<file path="src/rtl/cmdcnt_pkg.sv">
package cmdcnt_pkg;
  // Counter-word field positions (software decodes these).
  localparam int unsigned DONE_LSB   = 0;
  localparam int unsigned ACTIVE_BIT = 8;
  localparam int unsigned PROC_LSB   = 16;
  // Configuration-word bit positions.
  localparam int unsigned LIST_EN_BIT = 31;
  localparam int unsigned CMD_EN_BIT  = 29;
  localparam int unsigned LEVEL_BIT   = 28;

  typedef struct packed {
    logic list_en;
    logic cmd_en;
    logic level;
  } cfg_t;
endpackage

</file>
<file path="src/rtl/cmdcnt_cfg_reg.sv">
module cmdcnt_cfg_reg
  import cmdcnt_pkg::*;
#(
  parameter int unsigned DATA_W = 32
) (
  input  logic              clk,
  input  logic              rst_n,
  input  logic              wr_en,
  input  logic [DATA_W-1:0] wdata,
  output cfg_t              cfg
);
  cfg_t cfg_q;

  always_ff @(posedge clk) begin
    if (!rst_n) begin
      cfg_q <= '0;
    end else if (wr_en) begin
      cfg_q.list_en <= wdata[LIST_EN_BIT];
      cfg_q.cmd_en  <= wdata[CMD_EN_BIT];
      cfg_q.level   <= wdata[LEVEL_BIT];
    end
  end

  assign cfg = cfg_q;
endmodule

</file>
<file path="src/rtl/cmdcnt_counters.sv">
module cmdcnt_counters #(
  parameter int unsigned CNT_W = 6
) (
  input  logic             clk,
  input  logic             rst_n,
  input  logic             evt_valid,
  input  logic             evt_arms,
  input  logic             ack_wr,
  input  logic [CNT_W-1:0] ack_proc,
  input  logic             ack_active,
  output logic [CNT_W-1:0] done_cnt,
  output logic [CNT_W-1:0] proc_cnt,
  output logic             active
);
  logic [CNT_W-1:0] done_q, proc_q;
  logic             active_q;

  // Hardware counting has priority of effect: a same-cycle acknowledge
  // never blocks the increment, and an armed event overrides the flag.
  always_ff @(posedge clk) begin
    if (!rst_n) begin
      done_q   <= '0;
      proc_q   <= '0;
      active_q <= 1'b0;
    end else begin
      if (ack_wr) begin
        proc_q   <= ack_proc;
        active_q <= ack_active;
      end
      if (evt_valid) begin
        done_q <= done_q + 1'b1;
        if (evt_arms) active_q <= 1'b1;
      end
    end
  end

  assign done_cnt = done_q;
  assign proc_cnt = proc_q;
  assign active   = active_q;
endmodule

</file>
<file path="src/rtl/cmdcnt_irq_gen.sv">
module cmdcnt_irq_gen #(
  parameter int unsigned CNT_W = 6
) (
  input  logic             clk,
  input  logic             rst_n,
  input  logic             level_mode,
  input  logic             any_en,
  input  logic             active,
  input  logic [CNT_W-1:0] done_cnt,
  input  logic [CNT_W-1:0] proc_cnt,
  input  logic             evt_fire,
  output logic             irq
);
  logic [CNT_W-1:0] pending;
  logic             pulse_q;

  // Modulo subtraction: natural wrap of the CNT_W-bit difference.
  assign pending = done_cnt - proc_cnt;

  always_ff @(posedge clk) begin
    if (!rst_n) pulse_q <= 1'b0;
    else        pulse_q <= evt_fire;
  end

  always_comb begin
    if (level_mode) irq = active | (any_en & (|pending));
    else            irq = pulse_q;
  end
endmodule

</file>
<file path="src/rtl/cmdcnt_status.sv">
module cmdcnt_status
  import cmdcnt_pkg::*;
#(
  parameter int unsigned CNT_W  = 6,
  parameter int unsigned DATA_W = 32
) (
  input  logic              clk,
  input  logic              rst_n,
  input  logic              evt_valid,
  input  logic              evt_list,
  input  logic              reg_wr,
  input  logic              reg_addr,
  input  logic [DATA_W-1:0] reg_wdata,
  output logic [DATA_W-1:0] reg_rdata,
  output logic              irq
);
  localparam logic ADDR_CFG = 1'b0;
  localparam logic ADDR_CNT = 1'b1;

  cfg_t             cfg;
  logic [CNT_W-1:0] done_q, proc_q;
  logic             active_q;
  logic             evt_arms;
  logic             cfg_level, cfg_list_en, cfg_cmd_en;

  assign cfg_level   = cfg.level;
  assign cfg_list_en = cfg.list_en;
  assign cfg_cmd_en  = cfg.cmd_en;
  assign evt_arms    = evt_list ? cfg_list_en : cfg_cmd_en;

  cmdcnt_cfg_reg #(.DATA_W(DATA_W)) u_cfg (
    .clk   (clk),
    .rst_n (rst_n),
    .wr_en (reg_wr && (reg_addr == ADDR_CFG)),
    .wdata (reg_wdata),
    .cfg   (cfg)
  );

  cmdcnt_counters #(.CNT_W(CNT_W)) u_cnt (
    .clk        (clk),
    .rst_n      (rst_n),
    .evt_valid  (evt_valid),
    .evt_arms   (evt_arms),
    .ack_wr     (reg_wr && (reg_addr == ADDR_CNT)),
    .ack_proc   (reg_wdata[PROC_LSB +: CNT_W]),
    .ack_active (reg_wdata[ACTIVE_BIT]),
    .done_cnt   (done_q),
    .proc_cnt   (proc_q),
    .active     (active_q)
  );

  cmdcnt_irq_gen #(.CNT_W(CNT_W)) u_irq (
    .clk        (clk),
    .rst_n      (rst_n),
    .level_mode (cfg_level),
    .any_en     (cfg_list_en | cfg_cmd_en),
    .active     (active_q),
    .done_cnt   (done_q),
    .proc_cnt   (proc_q),
    .evt_fire   (evt_valid & evt_arms),
    .irq        (irq)
  );

  always_comb begin
    reg_rdata = '0;
    if (reg_addr == ADDR_CNT) begin
      reg_rdata[DONE_LSB +: CNT_W] = done_q;
      reg_rdata[ACTIVE_BIT]        = active_q;
      reg_rdata[PROC_LSB +: CNT_W] = proc_q;
    end else begin
      reg_rdata[LIST_EN_BIT] = cfg_list_en;
      reg_rdata[CMD_EN_BIT]  = cfg_cmd_en;
      reg_rdata[LEVEL_BIT]   = cfg_level;
    end
  end
endmodule

</file>
<file path="config.mk">
export PLATFORM = sky130hd
export DESIGN_NAME = cmdcnt_status
export DESIGN_NICKNAME = d
export VERILOG_FILES = /design/src/rtl/cmdcnt_pkg.sv /design/src/rtl/cmdcnt_cfg_reg.sv /design/src/rtl/cmdcnt_counters.sv /design/src/rtl/cmdcnt_irq_gen.sv /design/src/rtl/cmdcnt_status.sv
export SDC_FILE = /design/constraint.sdc
export NUM_CORES = 1
export LEC_CHECK = 0
export ABC_AREA = 1
export BUFFER_PORTS_ARGS = -buffer_cell sky130_fd_sc_hd__buf_2
export CORE_MARGIN = 2
export CORE_UTILIZATION = 43
export DETAILED_ROUTE_END_ITERATION = 10
export PLACE_DENSITY = 0.77
export SYNTH_ARGS = -nofsm -noshare
export SYNTH_HDL_FRONTEND = slang
export SYNTH_SLANG_ARGS = --single-unit
</file>
<file path="constraint.sdc">
create_clock -name clk -period 1.55 [get_ports clk]
set_clock_uncertainty 0.05 [all_clocks]
set_input_delay 0 -clock clk [delete_from_list [all_inputs] [get_ports clk]]
set_output_delay 0 -clock clk [all_outputs]
set_load 0.02 [all_outputs]
</file>
; ---- Word level (Yosys, flattened, before mapping)
; Index checks and enable logic that the tools add are counted.
[classes]
n_bitwise = 5
mux = 10
reduce_logical = 3
n_addsub = 2
[op_table]
columns = cell, count
row1 = 6-bit 2-to-1 mux, 2
row2 = 1-bit 2-to-1 mux, 7
row3 = "6-bit by 1-bit adder with 6-bit output, second input constant", 1
row4 = 6-bit OR reduction, 1
row5 = 6-bit subtractor, 1
row6 = 1-bit AND, 2
row7 = 1-bit logical AND, 2
row8 = 2-bit 2-to-1 mux, 1
row9 = 1-bit bitwise OR, 2
row10 = 1-bit inverter, 1
[totals]
word_cells = 27
out_inout_bits = 33
reg_bits = 17
in_bits = 38

; ---- Logic depth before layout (Yosys ltp)
[depth]
word_depth = 5
mapped_depth = 13
depth_no_buf = 13

; ---- Modules after synthesis
; Synthesis repeated with hierarchy kept, for this count alone.
[hier_totals]
cells_unflattened = 203
area_unflattened_um2 = 1231.2
[by_module_without_submodules]
columns = mod, instances, seq_area_each_um2, cells_per_inst, area_per_inst_um2
row1 = cmdcnt_counters, 1, 260.2, 65, 494.2
row2 = cmdcnt_status, 1, 0.0, 63, 315.3
row3 = cmdcnt_irq_gen, 1, 20.0, 57, 305.3
row4 = cmdcnt_cfg_reg, 1, 60.1, 18, 116.4

; ---- Least setup slack after synthesis
; No wires, ideal clock.
[synth_path]
path_type = flip-flop to output port
startpoint = register u_cnt.proc_q[2] (netlist: u_cnt.proc_cnt[2])
endpoint = output port irq
setup_slack_ns = 0.018
required_ns = 1.500
stages_incl_launch_ff = 11
n_path_buf = 0
arrival_time_ns = 1.482
cell_sequence = dfxtp_1 > inv_1 > ha_1 > or2_1 > nand3b_1 > nand2_1 > nand2_1 > nand2_1 > nand2_1 > nand2_1 > a21oi_2
[synth_via]
elab_chain_cells = 5
[synth_lines]
columns = element, line_no
row1 = from (decl), cmdcnt_counters.sv:15  ; logic [CNT_W-1:0] done_q, proc_q;
row2 = from (signal assigned), cmdcnt_counters.sv:27  ; proc_q <= ack_proc;
row3 = 6-bit subtractor, cmdcnt_irq_gen.sv:18  ; assign pending = done_cnt - proc_cnt;
row4 = 6-bit OR reduction, cmdcnt_irq_gen.sv:26  ; if (level_mode) irq = active | (any_en & (|pending));
row5 = 1-bit AND, cmdcnt_irq_gen.sv:26
row6 = 1-bit bitwise OR, cmdcnt_irq_gen.sv:26
row7 = 1-bit 2-to-1 mux, cmdcnt_irq_gen.sv:26
row8 = to (decl), cmdcnt_status.sv:15  ; output logic irq
; No other way between the ends.

; ---- Worst setup path in the final report
; Ends and elaborated chain as after synthesis.

==> results by group <==
Pwr
  – Maximum vdd ir drop: between 0.7 and 0.8 mV
  – Total power per unit cell area: 675 nW/µm²
  – Static Leak: approximately 0.95 nW

Timing
  – Setup Viol. Count Final: 1
  – Min Tclk post-route: about 1.8 ns
  – Hold Vio Cnt, Final: 0
  – Max-slew violation count: 0
  – RSZ-0062 raised after global routing: true
  – Period Utilization, post-route: 118%
  – Post-route setup slack: -0.285 ns
  – Hold slack: 0.0801 ns
  – Fmax: 545 MHz

Final layout
  – Nets: 284
  – Design area: 1620 µm²
  – # diodes: 0
  – Area Growth Syn to Fin: 38.1%
  – Layout cells sized above 1: 26.8%
  – Core Util, Final: 64.1%
  – Filler cells: 223
  – Multi-input logic area: 667 µm²
  – Total area of sequential cells: 345 µm²

Floorplan
  – Core ar.: 2520 µm²
  – Placement Rows: 18
  – Starting Density: between 40 and 50%
  – Die X: 56.2 µm
  – Io pins: 71
  – Die Y: between 50 and 60 µm
  – Die area: 3160 µm²

Drt
  – DRT iter0 DRCs: 20
  – Vias per Instance: 4.56
  – Routed WL per cell: 10.2 µm
  – Drt pass-1 iters: 4
  – Routed vias: ~1,200
  – DRC: 0
  – Post-route ant nets: 0
  – DRT Wirelength: 2730 µm

Critical path
  – Buf+Inv Stages, Crit Path: 4
  – Crit-path most repeated cell: nand2_1
  – RR Endpoint: u_cnt.done_cnt[4]
  – Worst endpoint required time: 1.50 ns
  – Worst setup path end: irq
  – Worst Setup End Kind: primary output
  – Worst setup path class: reg2out
  – CP cell instances: inv_2 > ha_4 > buf_4 > nand2_1 > inv_1 > nand2_1 > nand2_1 > nand2_1 > nand2_1 > nor2_1 > nand2_1 > nand2_1 > a21oi_2 > buf_6
  – Critical path's largest stage delay: 0.35 ns
  – Critical Path AT: about 1.8 ns
  – Setup slack, reg-to-reg: 0.37 ns
  – Worst setup SP type: register
  – Delay-heaviest family, CP: simple AND/OR/NAND/NOR gates
  – Slowest CP cell: dfxtp_2
  – CP Launch Point: u_cnt.proc_cnt[2]
  – Instance count on the critical path: 14
  – Launching point of the worst reg2reg path: u_cnt.done_cnt[1]
  – R2r worst-path depth: 6
  – Crit-path max FO: 3

Global route
  – First-pass GRT wire length: 4410 µm
  – Initial antenna violation count: 0
  – Largest net degree at the start of global routing: 18
  – Grt total ovfl: 0
  – Total track usage: ~17%
  – Vias in the first global route: 1,044

CTS
  – CTS sink cnt: 17
  – Max H-tree Level: 1
  – TritonCTS clock tree: built
  – CTS Buffer Depth: 2
  – Clock transition at the registers of the reported paths: between 0.1 and 0.15 ns
  – Cts bufs inserted: 3
  – Clock Root Buffer: clkbuf_4
  – Clk Latency, worst-skew pair: 0.30 ns

Synthesis
  – Count of flip-flops with a built-in enable after synthesis: 0
  – Register area share after synthesis: 29.1%
  – Main synth FF type: dfxtp_1
  – Ys async rst share: 0%
  – Post-Synthesis Cells: 181
  – Yosys cell types: 22
  – Syn_area_per_cell: 6.47 µm²
  – Yosys warnings: 0
  – FF+latch count, synth: 17
  – Syn Std Cell Area: roughly 1200 µm²

Placed design
  – Final HPWL DP: 1900 µm
  – GPL Wtd Cong: 0.836
  – # port buffers: 32
  – Post-Place Cell Area: 1390 µm²

Status
  – Violations in the final reports: negative setup slack
  – Status: finished with violations

Min path
  – Worst hold path type: in2reg
  – Hold Crit Start: reg_wr

Run
  – Max Cap Viol: 0
==> logic make-up after synthesis <==
group / Yosys count / synth area share [%]
adder cells (fa/ha/maj): 6 / 6.41
other: 1 / 0.320
flip-flops: 17 / 29.1
AND/OR/NAND/NOR: 69 / 24.5
AO/OA/AOI/OAI: 30 / 15.4
buffers and inverters: 57 / 23.6
XOR/XNOR: 1 / 0.748
==> synth_stat cells, types with 2 or more instances <==
library cell | instances | area (µm²)
nand3_1 | 7 | 35.0
nor3_1 | 4 | 20.0
o21ai_0 | 11 | 55.1
inv_1 | 37 | 139
nand3b_1 | 2 | 15.0
buf_2 | 2 | 10.0
a21oi_1 | 15 | 75.1
ha_1 | 6 | 75.1
nor2_1 | 17 | 63.8
buf_4 | 16 | 120
nand2_1 | 37 | 139
dfxtp_1 | 17 | 340
==> metrics by stage <==
step | total power, mW | instances | setup TNS [ns] | worst slack (ns)
2_1_floorplan | 0.732 | 196 | 0 | 0.0180
3_3_place_gp | 0.794 | 251 | -0.0272 | -0.0272
3_5_place_dp | 0.799 | 251 | -0.0576 | -0.0576
4_1_cts | 1.09 | 268 | -0.277 | -0.277
5_1_grt | 1.16 | 269 | -0.437 | -0.437
6_report | 1.09 | 269 | -0.285 | -0.285
==> repair_timing <==
item / CTS / global route
endpoints found under the setup margin: 1 / 1
setup buffers: 0 / 1
hold endpoints to repair: 15 / 0
hold buffers: 13 / 0
gates resized for setup: 12 / 2
==> registers in the layout, summed over array words and instances (netlist names) <==
register and count:
u_cfg.cfg 3, u_cnt.proc_cnt 6, u_cnt.done_cnt 6, u_cnt.active 1, u_irq.pulse_q 1
==> worst min-delay path by stage <==
stage / endpoint / slack [ns] / cells after the start
after global routing: u_cfg.cfg[2] / 0.12 / 5
after detailed placement: u_irq.pulse_q / 0.21 / 2
after global placement: u_cnt.active / 0.20 / 3
final: u_cfg.cfg[2] / 0.08 / 5
after CTS: u_cfg.cfg[0] / 0.06 / 5
after floorplan: u_irq.pulse_q / 0.06 / 1
==> layout by cell type, fill, tap and decap left out, drive strengths merged, types with 2 or more instances in the layout <==
| cell | instances |
|---|---|
| nand3 | 7 |
| inv | 37 |
| dfxtp | 17 |
| conb | 16 |
| clkbuf | 3 |
| ha | 6 |
| a21oi | 16 |
| buf | 46 |
| nor2 | 17 |
| nand3b | 2 |
| nand2 | 37 |
| dlygate4sd3 | 13 |
| nor3 | 4 |
| o21ai | 11 |
==> power by group <==
part           internal, mW  switching, mW  total (mW)
Clock                0.0962          0.150       0.246
Sequential            0.463         0.0156       0.478
Combinational         0.156          0.211       0.367
Total                 0.715          0.377        1.09
==> worst reg2reg max path, cell delays in order, from the launching register on <==
cell	delay, ns
dfxtp_1	0.35
buf_4	0.15
ha_1	0.18
nand3_1	0.10
inv_1	0.06
a21oi_1	0.13
nor3_1	0.05
==> layer usage <==
| layer | track usage [%] | up-vias | wire length, µm |
|---|---|---|---|
| li1 | - | 646 | - |
| met1 | 20.6 | 534 | 1200 |
| met2 | 29.2 | 38 | 1330 |
| met3 | 3.95 | 9 | 138 |
| met4 | 8.16 | 0 | 68 |
| met5 | 0 | - | 0 |
==> final cells by class <==
cell class / count / area share [%]
Sequential cell: 17 / 21.3
Clock inverter: 1 / 0.309
Inverter: 37 / 8.58
Timing Repair Buffer: 59 / 24.8
Multi-Input combinational cell: 122 / 41.2
Tap cell: 30 / 2.32
Clock buffer: 3 / 1.39
No activity file was read; power rests on OpenSTA's default activity.
